`src/rtl/conv_shift_pkg.sv`:
```
`timescale 1ns/1ps
package conv_shift_pkg;

  // Index of the start line and the serial clock in the synchronized bus.
  localparam int SCLK_IDX  = 0;
  localparam int START_IDX = 1;

  // True once the 14th rising edge has passed and the 16th has not.
  function automatic logic in_chain_window(input int unsigned rises,
                                           input int unsigned frame_len);
    return (rises >= frame_len - 2) && (rises < frame_len);
  endfunction

  // Number of frame bits the sample is packed into.
  function automatic int unsigned frame_len(input int unsigned lead,
                                            input int unsigned data,
                                            input int unsigned trail);
    return lead + data + trail;
  endfunction

endpackage

```
`src/rtl/cs_sync.sv`:
```
`timescale 1ns/1ps
module cs_sync #(
  parameter int            W       = 2,
  parameter int            STAGES  = 2,
  parameter logic [W-1:0]  RST_VAL = '0
) (
  input  logic         clk,
  input  logic         rst_n,
  input  logic [W-1:0] d,
  output logic [W-1:0] q
);
  for (genvar b = 0; b < W; b++) begin : g_bit
    logic [STAGES-1:0] chain;
    always_ff @(posedge clk or negedge rst_n) begin
      if (!rst_n) chain <= {STAGES{RST_VAL[b]}};
      else        chain <= {chain[STAGES-2:0], d[b]};
    end
    assign q[b] = chain[STAGES-1];
  end
endmodule

```
`src/rtl/cs_edge.sv`:
```
`timescale 1ns/1ps
module cs_edge #(
  parameter int           W       = 2,
  parameter logic [W-1:0] RST_VAL = '0
) (
  input  logic         clk,
  input  logic         rst_n,
  input  logic [W-1:0] lvl,
  output logic [W-1:0] rise,
  output logic [W-1:0] fall
);
  logic [W-1:0] prev;
  always_ff @(posedge clk or negedge rst_n) begin
    if (!rst_n) prev <= RST_VAL;
    else        prev <= lvl;
  end
  assign rise = lvl & ~prev;
  assign fall = ~lvl & prev;
endmodule

```
`src/rtl/cs_frame_ctrl.sv`:
```
`timescale 1ns/1ps
module cs_frame_ctrl
  import conv_shift_pkg::*;
#(
  parameter int DATA_W  = 12,
  parameter int LEAD_Z  = 3,
  parameter int TRAIL_Z = 1
) (
  input  logic              clk,
  input  logic              rst_n,
  input  logic              start_lvl,
  input  logic              sclk_rise,
  input  logic              sclk_fall,
  input  logic              start_rise,
  input  logic              start_fall,
  input  logic [DATA_W-1:0] sample,
  output logic              dout,
  output logic              oe,
  output logic              ev_start,
  output logic              ev_release,
  output logic              ev_chain,
  output logic              in_frame,
  output logic              rel_wait
);
  localparam int FRAME_W = frame_len(LEAD_Z, DATA_W, TRAIL_Z);
  localparam int CNT_W   = $clog2(FRAME_W + 1);
  localparam logic [CNT_W-1:0] LAST = CNT_W'(FRAME_W);

  logic [FRAME_W-1:0] shreg;
  logic [CNT_W-1:0]   rise_cnt, fall_cnt;
  logic               in_frame_q, chain_q, rel_wait_q, oe_q, dout_q;
  logic               win, last_fall;
  logic [FRAME_W-1:0] new_frame;

  assign new_frame = {{LEAD_Z{1'b0}}, sample, {TRAIL_Z{1'b0}}};

  // Events of this cycle, decided from registered state.
  assign ev_start   = start_fall && (!in_frame_q || chain_q);
  assign win        = in_chain_window(int'(rise_cnt), FRAME_W) && (in_frame_q || rel_wait_q);
  assign ev_chain   = start_rise && win && !ev_start;
  assign last_fall  = in_frame_q && sclk_fall && (fall_cnt == LAST - 1'b1);
  assign ev_release = !ev_start && !ev_chain &&
                      ((rel_wait_q && (sclk_rise || start_rise)) ||
                       (last_fall && start_lvl && !chain_q));

  always_ff @(posedge clk or negedge rst_n) begin
    if (!rst_n) begin
      shreg      <= '0;
      rise_cnt   <= LAST;
      fall_cnt   <= '0;
      in_frame_q <= 1'b0;
      chain_q    <= 1'b0;
      rel_wait_q <= 1'b0;
      oe_q       <= 1'b0;
      dout_q     <= 1'b0;
    end else if (ev_start) begin
      shreg      <= new_frame;
      dout_q     <= new_frame[FRAME_W-1];
      rise_cnt   <= '0;
      fall_cnt   <= '0;
      in_frame_q <= 1'b1;
      chain_q    <= 1'b0;
      rel_wait_q <= 1'b0;
      oe_q       <= 1'b1;
    end else begin
      if (sclk_rise && rise_cnt < LAST) begin
        rise_cnt <= rise_cnt + 1'b1;
        if (in_frame_q) begin
          shreg  <= {shreg[FRAME_W-2:0], 1'b0};
          dout_q <= shreg[FRAME_W-2];
        end
      end
      if (sclk_fall && in_frame_q) begin
        fall_cnt <= fall_cnt + 1'b1;
        if (last_fall) begin
          in_frame_q <= 1'b0;
          rel_wait_q <= !start_lvl;
        end
      end
      if (ev_chain) begin
        chain_q    <= 1'b1;
        rel_wait_q <= 1'b0;
      end
      if (ev_release) begin
        oe_q       <= 1'b0;
        rel_wait_q <= 1'b0;
        chain_q    <= 1'b0;
      end
    end
  end

  assign dout     = dout_q;
  assign oe       = oe_q;
  assign in_frame = in_frame_q;
  assign rel_wait = rel_wait_q;
endmodule

```
`src/rtl/conv_result_shifter.sv`:
```
`timescale 1ns/1ps
module conv_result_shifter
  import conv_shift_pkg::*;
#(
  parameter int DATA_W      = 12,
  parameter int LEAD_Z      = 3,
  parameter int TRAIL_Z     = 1,
  parameter int SYNC_STAGES = 2
) (
  input  logic              clk,
  input  logic              rst_n,
  input  logic              sclk_in,
  input  logic              conv_start_n,
  input  logic [DATA_W-1:0] sample_in,
  output logic              sdata_out,
  output logic              sdata_oe
);
  localparam int          NSIG    = 2;
  localparam logic [NSIG-1:0] IDLE_LVL = NSIG'(1) << START_IDX;

  logic [NSIG-1:0] raw_in, lvl, rise, fall;
  logic sclk_rise, sclk_fall, start_rise, start_fall, start_lvl;
  logic ev_start, ev_release, ev_chain, in_frame, rel_wait;

  always_comb begin
    raw_in            = '0;
    raw_in[SCLK_IDX]  = sclk_in;
    raw_in[START_IDX] = conv_start_n;
  end

  cs_sync #(.W(NSIG), .STAGES(SYNC_STAGES), .RST_VAL(IDLE_LVL)) u_sync (
    .clk(clk), .rst_n(rst_n), .d(raw_in), .q(lvl));

  cs_edge #(.W(NSIG), .RST_VAL(IDLE_LVL)) u_edge (
    .clk(clk), .rst_n(rst_n), .lvl(lvl), .rise(rise), .fall(fall));

  assign sclk_rise  = rise[SCLK_IDX];
  assign sclk_fall  = fall[SCLK_IDX];
  assign start_rise = rise[START_IDX];
  assign start_fall = fall[START_IDX];
  assign start_lvl  = lvl[START_IDX];

  cs_frame_ctrl #(.DATA_W(DATA_W), .LEAD_Z(LEAD_Z), .TRAIL_Z(TRAIL_Z)) u_ctrl (
    .clk(clk), .rst_n(rst_n), .start_lvl(start_lvl),
    .sclk_rise(sclk_rise), .sclk_fall(sclk_fall),
    .start_rise(start_rise), .start_fall(start_fall),
    .sample(sample_in), .dout(sdata_out), .oe(sdata_oe),
    .ev_start(ev_start), .ev_release(ev_release), .ev_chain(ev_chain),
    .in_frame(in_frame), .rel_wait(rel_wait));
endmodule

```
`config.mk`:
```
export PLATFORM = sky130hd
export DESIGN_NAME = conv_result_shifter
export DESIGN_NICKNAME = d
export VERILOG_FILES = /design/src/rtl/conv_shift_pkg.sv /design/src/rtl/cs_sync.sv /design/src/rtl/cs_edge.sv /design/src/rtl/cs_frame_ctrl.sv /design/src/rtl/conv_result_shifter.sv
export SDC_FILE = /design/constraint.sdc
export NUM_CORES = 1
export LEC_CHECK = 0
export ABC_AREA = 1
export ABC_CLOCK_PERIOD_IN_PS = 1800
export BUFFER_PORTS_ARGS = -buffer_cell sky130_fd_sc_hd__buf_2
export CORE_ASPECT_RATIO = 1.25
export CORE_MARGIN = 5
export CORE_UTILIZATION = 40
export DETAILED_ROUTE_END_ITERATION = 12
export PLACE_DENSITY = 0.58
export SLEW_MARGIN = 15
export SYNTH_ARGS = -nofsm -noshare
export SYNTH_HDL_FRONTEND = slang
export SYNTH_SLANG_ARGS = --single-unit
```
`constraint.sdc`:
```
create_clock -name clk -period 1.8 [get_ports clk]
set_clock_uncertainty 0.1 [all_clocks]
set_input_delay 0.54 -clock clk [delete_from_list [all_inputs] [get_ports clk]]
set_output_delay 0.54 -clock clk [all_outputs]
set_load 0.01 [all_outputs]
```
==> out/metrics.yaml <==
finalWorstPathRequiredPeriod_ns: 1.573
ys_ff_latch: 35
crit_path_max_fanout: 14
dpl.cell_count: 245
status: "finished clean"
cp.required_ns: 1.85
clk_latency_ns: 0.28
hold_viol: 0
first_global_vias: 1324
track_usage_pct: 12.68
p_per_area_nw_per_um2: 1391
hp-class: "in2async"
clockBufferDepth: 2
p_int_mw: 1.779
initial_core_util_pct: 41.58
routedWlPerCell_um: 12.00
worstSetupStartpointType: "flip-flop"
syn_area_per_cell_um2: 9.850
io_pins: 18
grt_max_degree: 36
syn_nets: 193
numCtsBuffers: 5
syn2layout_area_growth_pct: 14.24
clock-root-buffer: "clkbuf_8"
postCtsSetupBuffers: 0
arrival_ns: 1.63
switching_share_pct: 34.31
fin_area_um2: 1947
core-area_um2: 4099
finalPower_mw: 2.708
tns_ns: 0
layoutNonFillerInstCount: 253
power_frac_comb_pct: 33.0
cts_tree: "built"
grt_pass1_wl_um: 5595
cpMaxStageDelayCell: "dfstp_2"
worstRegToRegCells: 7
ir_drop_v: 0.0006332
setup_ws_ns: 0.2273
n_antenna_cell: 0
dpl-instance-area_um2: 1847
reg2reg_to: "u_ctrl.shreg[10]"
drive_gt1_share_pct: 28.43
ys_types: 31
drt_iter0_markers: 23
worstPathCellList: "inv_1 > nand3_4 > clkinv_2 > nand2_2 > nand2_4 > o21ai_0 > o22ai_1"
cp-end-kind: "flip-flop"
post-dp-hpwl_um: 2209
place_ws_ns: 0.2297
gp_congestion: 0.7538
max_stage_delay_ns: 0.52
cts_hold_buf: 0
ff2ff_setup_slack_ns: 0.23
nets: 216
period_share_pct: 87.37
critPathKind: "reg2reg"
syn-cell-area_um2: 1704
reg2reg_from: "u_ctrl.rise_cnt[4]"
clk_pin_slew_worst_paths_ns: 0.07
p_sw_mw: 0.9293
htreeDepth: 2
slew_headroom_pct: 70.87
antenna_left: 0
clock_sinks: 35
tightest_slew_ns: 0.4369
ys_seq_area_share_pct: 51.69
grt.overflow.total: 0
synth_warnings: 0
routed_wirelength_um: 3036
cts-resized-gates: 0
fmax_ghz: 0.6358
p_clk_share_pct: 22.1
whs_ns: 0.1896
fp.dieArea_um2: 5674
final_cell_mix: "dfrtp_1 (31), nand2_1 (24), inv_1 (22)"
portBuffers: 17
maxCapViolations: 0
synthCells: 173
drtPass1Iterations: 4
rsz0062_at_grt: "no"
antenna_found_initial: 0
rows: 26
layout_commonest_cell: "dfrtp_1"
drc: 0
dieHeight_um: 82.98
power_leakage_nw: 0.9409
slew_viol_final: 0
finalSetupViolations: 0
fp.dieW_um: 68.38
fillers: 420
pwr-share-seq_pct: 44.9
utilization_pct: 47.50
viasPerCell: 4.862
vias: 1230
synthesized netlist by cell type:
| cell type | count | share of area, % |
|---|---|---|
| nor2_1 | 19 | 4.2 |
| nand3b_1 | 1 | 0.44 |
| and3_1 | 1 | 0.37 |
| nor2_8 | 1 | 1.2 |
| or3b_2 | 1 | 0.51 |
| buf_6 | 2 | 1.3 |
| nand2_1 | 24 | 5.3 |
| dfstp_2 | 4 | 6.2 |
| nand2_2 | 3 | 1.1 |
| dfrtp_1 | 31 | 46 |
| a21oi_1 | 7 | 2.1 |
| inv_6 | 1 | 0.51 |
| ha_1 | 4 | 2.9 |
| nor3_2 | 2 | 1.2 |
| inv_1 | 22 | 4.8 |
| nor2_4 | 1 | 0.66 |
| o21ai_0 | 7 | 2.1 |
| o211ai_2 | 5 | 3.7 |
| buf_4 | 1 | 0.44 |
| o22ai_2 | 3 | 2.2 |
| buf_2 | 1 | 0.29 |
| a211oi_2 | 1 | 0.73 |
| o31ai_1 | 1 | 0.44 |
| o21ai_1 | 5 | 1.5 |
| nand3_4 | 2 | 2.1 |
| nand2_4 | 2 | 1.3 |
| clkinv_2 | 1 | 0.29 |
| nand4_1 | 2 | 0.73 |
| o22ai_1 | 4 | 1.5 |
| nand3_1 | 12 | 3.5 |
| o21ai_2 | 2 | 1.0 |
cell families after synthesis:
logic type                 synth area share [%]
AOI/OAI and AO/OA                         15.12
buffers and inverters                     7.709
adders and majority gates                 2.937
DFF                                       51.69
and+or+nand+nor                           22.54
sequential cells by signal, summed over array words and instances (netlist names):
register,cells
u_ctrl.in_frame,1
u_ctrl.fall_cnt,5
u_sync.g_bit.chain,4
u_ctrl.dout,1
u_edge.prev,2
u_ctrl.rel_wait,1
u_ctrl.shreg,14
u_ctrl.rise_cnt,5
u_ctrl.oe,1
u_ctrl.chain_q,1
power by group through the flow:
stage | registers (mW) | clock network (mW) | logic, mW
finish | 1.21 | 0.600 | 0.894
global route | 1.25 | 0.663 | 1.03
CTS | 1.22 | 0.623 | 0.909
detailed placement | 1.23 | 0 | 0.907
global placement | 1.23 | 0 | 0.881
floorplan | 1.22 | 0 | 0.710
worst max-delay path, delay by kind of cell (launching register included):
family	cells	cell delay [ns]
flops	1	0.52
simple gates	3	0.44
compound gates	2	0.22
buf+inv	2	0.16
layer usage:
metal | wire [um] | up-vias | global-route usage, %
met5 | 0 | - | 0
met4 | 57 | 0 | 5.606
met3 | 137 | 6 | 3.378
met2 | 1471 | 32 | 19.64
met1 | 1370 | 575 | 16.15
li1 | - | 617 | -
worst max-delay path by stage:
stage	start	endpoint	slack, ns	cells after the start
global route	u_ctrl.rise_cnt[4]	u_ctrl.shreg[10]	0.07	7
finish	u_ctrl.rise_cnt[4]	u_ctrl.shreg[10]	0.23	7
CTS	u_ctrl.rise_cnt[4]	u_ctrl.shreg[10]	0.22	7
global placement	u_sync.g_bit[1].chain[1]	u_ctrl.shreg[7]	0.27	6
floorplan	u_ctrl.rise_cnt[4]	u_ctrl.shreg[12]	0.38	8
detailed placement	u_ctrl.rise_cnt[4]	u_ctrl.shreg[10]	0.23	7
layout make-up:
cell class	instances	area, um2	share of cell area (%)
Timing Repair Buffer	20	107.6	5.527
Tap cell	56	70.07	3.599
Sequential cell	35	880.8	45.24
Multi-Input combinational cell	110	691.9	35.54
Inverter	24	96.34	4.949
Clock buffer	8	100.1	5.141
No activity file was read; power rests on OpenSTA's default activity.
